`src/rtl/imu_bringup_seq.sv`:
```
module imu_bringup_seq #(
  parameter int unsigned CYC_PER_MS  = 100000,
  parameter int unsigned STARTUP_MS  = 120,
  parameter int unsigned MECH_MS     = 100,
  parameter int unsigned SELFTEST_MS = 140,
  parameter int unsigned FLUSH_MS    = 60,
  parameter int unsigned MAX_REPS    = 8,
  parameter logic [7:0]  CMD_ADDR    = 8'h2F,
  parameter logic [15:0] RST_CODE    = 16'h00B6,
  parameter logic [7:0]  CFG_ADDR    = 8'h0A
) (
  input  logic        clk,
  input  logic        rst_n,
  input  logic        start_i,
  input  logic        accel_bw_i,
  input  logic        gyro_bw_i,
  input  logic [3:0]  reps_i,
  output logic        wr_valid_o,
  input  logic        wr_ready_i,
  output logic [7:0]  wr_addr_o,
  output logic [15:0] wr_data_o,
  output logic        busy_o,
  output logic        ready_o,
  output logic        err_o
);
  localparam int unsigned FW      = 3;
  localparam int unsigned MAX_CYC = (MECH_MS + FLUSH_MS + SELFTEST_MS * MAX_REPS) * CYC_PER_MS;
  localparam int unsigned CW      = $clog2(MAX_CYC + 1);
  localparam logic [CW-1:0] ONE      = CW'(1);
  localparam logic [CW-1:0] RST_CYC  = CW'(STARTUP_MS * CYC_PER_MS);
  localparam logic [CW-1:0] BASE_CYC = CW'((MECH_MS + FLUSH_MS) * CYC_PER_MS);
  localparam logic [CW-1:0] STEP_CYC = CW'(SELFTEST_MS * CYC_PER_MS);

  typedef enum logic [2:0] {
    S_BOOT, S_IDLE, S_RST_WR, S_RST_WAIT, S_CFG_WR, S_CFG_WAIT, S_READY
  } state_t;

  state_t          state;
  logic [CW-1:0]   timer;
  logic            acc_q, gyr_q, err_q;
  logic [FW-1:0]   reps_q;

  logic [3:0]      reps_m1;
  logic            reps_ok, launch;
  logic [CW-1:0]   cfg_cycles;

  assign reps_m1    = reps_i - 4'd1;
  assign reps_ok    = (reps_i != 4'd0) && (reps_i <= 4'(MAX_REPS));
  assign launch     = (state == S_BOOT) ||
                      (((state == S_IDLE) || (state == S_READY)) && start_i);
  assign cfg_cycles = BASE_CYC + STEP_CYC * (CW'(reps_q) + ONE);

  always_ff @(posedge clk) begin
    if (!rst_n) begin
      state  <= S_BOOT;
      timer  <= '0;
      acc_q  <= 1'b0;
      gyr_q  <= 1'b0;
      reps_q <= '0;
      err_q  <= 1'b0;
    end else if (launch) begin
      if (reps_ok) begin
        acc_q  <= accel_bw_i;
        gyr_q  <= gyro_bw_i;
        reps_q <= reps_m1[FW-1:0];
        err_q  <= 1'b0;
        state  <= S_RST_WR;
      end else begin
        err_q  <= 1'b1;
        state  <= S_IDLE;
      end
    end else begin
      case (state)
        S_RST_WR:
          if (wr_ready_i) begin
            timer <= RST_CYC - ONE;
            state <= S_RST_WAIT;
          end
        S_RST_WAIT:
          if (timer == '0) state <= S_CFG_WR;
          else             timer <= timer - ONE;
        S_CFG_WR:
          if (wr_ready_i) begin
            timer <= cfg_cycles - ONE;
            state <= S_CFG_WAIT;
          end
        S_CFG_WAIT:
          if (timer == '0) state <= S_READY;
          else             timer <= timer - ONE;
        default: ;
      endcase
    end
  end

  assign wr_valid_o = (state == S_RST_WR) || (state == S_CFG_WR);
  assign wr_addr_o  = (state == S_CFG_WR) ? CFG_ADDR : CMD_ADDR;
  assign wr_data_o  = (state == S_CFG_WR) ?
                      {9'd0, reps_q, 1'b1, acc_q, gyr_q, 1'b1} : RST_CODE;
  assign busy_o     = (state == S_RST_WR) || (state == S_RST_WAIT) ||
                      (state == S_CFG_WR) || (state == S_CFG_WAIT);
  assign ready_o    = (state == S_READY);
  assign err_o      = err_q;
endmodule

```
`config.mk`:
```
export PLATFORM = sky130hd
export DESIGN_NAME = imu_bringup_seq
export DESIGN_NICKNAME = d
export VERILOG_FILES = /design/src/rtl/imu_bringup_seq.sv
export SDC_FILE = /design/constraint.sdc
export NUM_CORES = 1
export LEC_CHECK = 0
export BUFFER_PORTS_ARGS = -buffer_cell sky130_fd_sc_hd__buf_2
export CORE_MARGIN = 4
export CORE_UTILIZATION = 36
export DETAILED_ROUTE_END_ITERATION = 6
export PLACE_DENSITY = 0.52
export SETUP_SLACK_MARGIN = 0.2
export SLEW_MARGIN = 20
export SYNTH_ARGS = -nofsm -noshare
export SYNTH_HDL_FRONTEND = slang
export SYNTH_SLANG_ARGS = --single-unit
```
`constraint.sdc`:
```
create_clock -name clk -period 5.07 [get_ports clk]
set_input_delay 0.2535 -clock clk [delete_from_list [all_inputs] [get_ports clk]]
set_output_delay 0.2535 -clock clk [all_outputs]
set_load 0.02 [all_outputs]
```
==> results.json <==
{
  "run_status": "complete, no violations",
  "fmax_mhz": 219,
  "leakage_uw": 0.00189,
  "power_per_cell_area_nw_per_um2": 409,
  "antenna_found_initial": 0,
  "gr-max-usage-layer": "met2",
  "synth_area_leaders": "dfxtp_1 17%, ha_1 9.4%, o21ai_0 5.0%",
  "synthesis.yosys.warnings": 0,
  "first_pass_grt_wire_length_microns": 18600,
  "die_area_sq_um": 13200,
  "start_util_pct": 37.4,
  "postSynthRegisterBits": 36,
  "setup_tns_ps": 0,
  "netlist.top_cell.by_area": "dfxtp_1",
  "worstSetupPathType": "reg -> reg",
  "drt-initial-drc-count": 211,
  "worst_setup_hold_path_clk_slew_ps": 50,
  "synth_top_area_share_pct": 17.5,
  "slew_viol_final": 0,
  "worstPathArrival_ps": 4750,
  "sequential_element_share_of_the_synthesized_area_pct": 17.5,
  "netlist-cell-type-count": 80,
  "met2_usage_pct": 28.5,
  "cts.root.buffer_cell": "clkbuf_16",
  "met3_track_usage_gr_pct": 2.00,
  "drt_pre_antenna_iters": 4,
  "grt_max_degree": 38,
  "grtUsageTotal_pct": 17.2,
  "remaining_antenna_violation_count_after_routing": 0,
  "viasPerCell": 5.71,
  "grtUsageMet1_pct": 24.6,
  "grt-ovfl-total": 0,
  "cts_made_buffers": 5,
  "setup_viol_count_final": 0,
  "route.detailed.drc": 0,
  "synth_edf_count": 0,
  "setup_ws_final_ps": 508,
  "row_count": 38,
  "postCtsHoldBufs": 0,
  "final_hold_viol_count": 0,
  "total_number_of_nets_in_the_final_design": 592,
  "gp_congestion": 0.843,
  "worst_clock_skew_ps": 2.94,
  "post_drt_wl_per_cell_microns": 16.6,
  "antenna_cells_inserted": 0,
  "clock_tree.htree_level_count": 2,
  "postSynth.asyncResetShare_pct": 0,
  "yosys.cell_count.top_type": "o21ai_0",
  "pre_cts_slack_ps": 250,
  "worst_vdd_rail_ir_drop_mv": 0.288,
  "synth.cell_area_sq_um": 4120,
  "place.detailed.instances": 677,
  "postRouteWirelength_microns": 11400,
  "hold_path.class": "in -> reg",
  "synth_cells": 532,
  "clock_path_buffers": 2,
  "rsz0062_at_grt": "false",
  "worstPathRequired_ps": 5260,
  "worst_setup_path_start_kind": "flop",
  "tritoncts": "built",
  "portBuffers": 24,
  "critical_path_end_type": "flop",
  "synth-main-ff-cell": "dfxtp_1",
  "die_height_microns": 115,
  "core_area_sq_um": 11000,
  "worstPathMaxFanout": 7,
  "period_share_pct": 90.0,
  "clk_latency_ps": 280,
  "synthToLayoutAreaGrowth_pct": 8.25,
  "postCtsSetupRepairBufs": 0,
  "pin_count": 38,
  "drive_above_1_share_pct": 13.6,
  "fin_cells": 685,
  "timing.max_cap.violations": 0,
  "syn_avg_cell_area_sq_um": 7.75,
  "timing.hold.ws_ps": 254,
  "report.power.total_uw": 1830,
  "final_period_minus_worst_setup_slack_ps": 4560,
  "tritoncts_num_sinks": 36,
  "worst-slew-pin-transition_ps": 763,
  "dr_total_vias": 3908,
  "ys_top_cells_by_count": "41 x o21ai_0, 37 x a21oi_1, 37 x nand2_1, 36 x dfxtp_1, 32 x nor2_1",
  "hpwl_after_detailed_placement_microns": 8670,
  "grt_pass1_vias": 3608,
  "slew-limit-headroom_pct": 49.1,
  "die_w_microns": 115
}
[timing repair]
action / CTS / global route
gates resized for setup: 0 / 11
hold endpoints to repair: 0 / 0
setup endpoints to repair: 0 / 8
[cells by family after synthesis]
| kind of cell | Yosys count | share of synthesized area [%] |
|---|---|---|
| AO/OA/AOI/OAI | 162 | 26.8 |
| multiplexers | 5 | 1.33 |
| flip-flops | 36 | 17.5 |
| AND/OR/NAND/NOR | 184 | 24.9 |
| XOR/XNOR | 36 | 7.83 |
| buffers and inverters | 69 | 8.71 |
| other | 2 | 0.182 |
| adder cells (fa/ha/maj) | 38 | 12.8 |
[through the flow]
stage | area, sq um | utilization, %
6_report | 4460 | 40.5
2_1_floorplan | 4170 | -
3_3_place_gp | 4290 | 38.9
4_1_cts | 4440 | 40.2
5_1_grt | 4460 | 40.5
3_5_place_dp | 4290 | 38.9
[final timing paths]
check                   end  cells after the start  startpoint  slack [ps]
setup / recovery  timer[25]                     14   reps_q[2]         510
hold / removal        acc_q                      3  accel_bw_i         250
setup reg to reg  timer[25]                     14   reps_q[2]         510
hold reg to reg       err_o                      2       err_o         470
[per-layer routing]
| layer | vias to the layer above | routed length (microns) |
|---|---|---|
| li1 | 1931 | - |
| met1 | 1878 | 5510 |
| met2 | 93 | 5400 |
| met3 | 6 | 406 |
| met4 | 0 | 67 |
| met5 | - | 0 |
[final cells by class]
| type | count | area, sq um |
|---|---|---|
| Sequential cell | 36 | 723 |
| Tap cell | 140 | 175 |
| Clock buffer | 8 | 146 |
| Inverter | 28 | 105 |
| Multi-Input combinational cell | 438 | 3110 |
| Timing Repair Buffer | 35 | 203 |
| Fill cell | 1149 | 6570 |
[state kept, by name, summed over array words and instances, names as in the netlist]
name	cells
reps_q	3
state	3
gyr_q	1
acc_q	1
timer	27
err_o	1
[critical path: stages, from the launching register on]
cell and delay [ps]:
dfxtp_1 490, nand3_1 190, inv_2 170, fa_1 450, fa_1 500, inv_1 70, fa_1 480, a211o_1 340
nor4b_2 200, nor2_2 210, a21oi_1 170, or4b_1 520, and3_1 180, mux2_2 260, a221oi_1 240
[where the power goes]
| group | switching [uW] | leakage, uW | internal, uW |
|---|---|---|---|
| clock | 113 | 0.0000712 | 196 |
| combinational | 705 | 0.00152 | 466 |
| sequential | 36.3 | 0.000296 | 311 |
[placed cells by master, fill, tap and decap left out, types with 4 or more instances in the layout]
cell | synthesis | routed
o211a_1 | 8 | 8
xnor2_1 | 19 | 18
dfxtp_1 | 36 | 34
buf_4 | 20 | 11
a31oi_1 | 5 | 5
inv_1 | 26 | 24
o211ai_1 | 8 | 8
conb_1 | 2 | 13
fa_1 | 7 | 6
nand3_1 | 21 | 21
ha_1 | 31 | 30
a21boi_0 | 4 | 4
xor2_1 | 16 | 16
and3_1 | 4 | 4
o21ai_0 | 41 | 40
and2_1 | 7 | 7
nand2_1 | 37 | 37
nor3_1 | 14 | 14
a22oi_1 | 4 | 4
a21o_1 | 4 | 4
a21oi_1 | 37 | 37
clkbuf_16 | 0 | 5
nor4_1 | 10 | 10
buf_2 | 2 | 24
o22ai_1 | 4 | 4
nor2b_1 | 8 | 8
o21a_1 | 6 | 6
nor2_1 | 32 | 31
nand3b_1 | 5 | 5
o31ai_1 | 4 | 4
nand2b_1 | 13 | 13
Note: power is estimated with default switching activity, not from simulation.
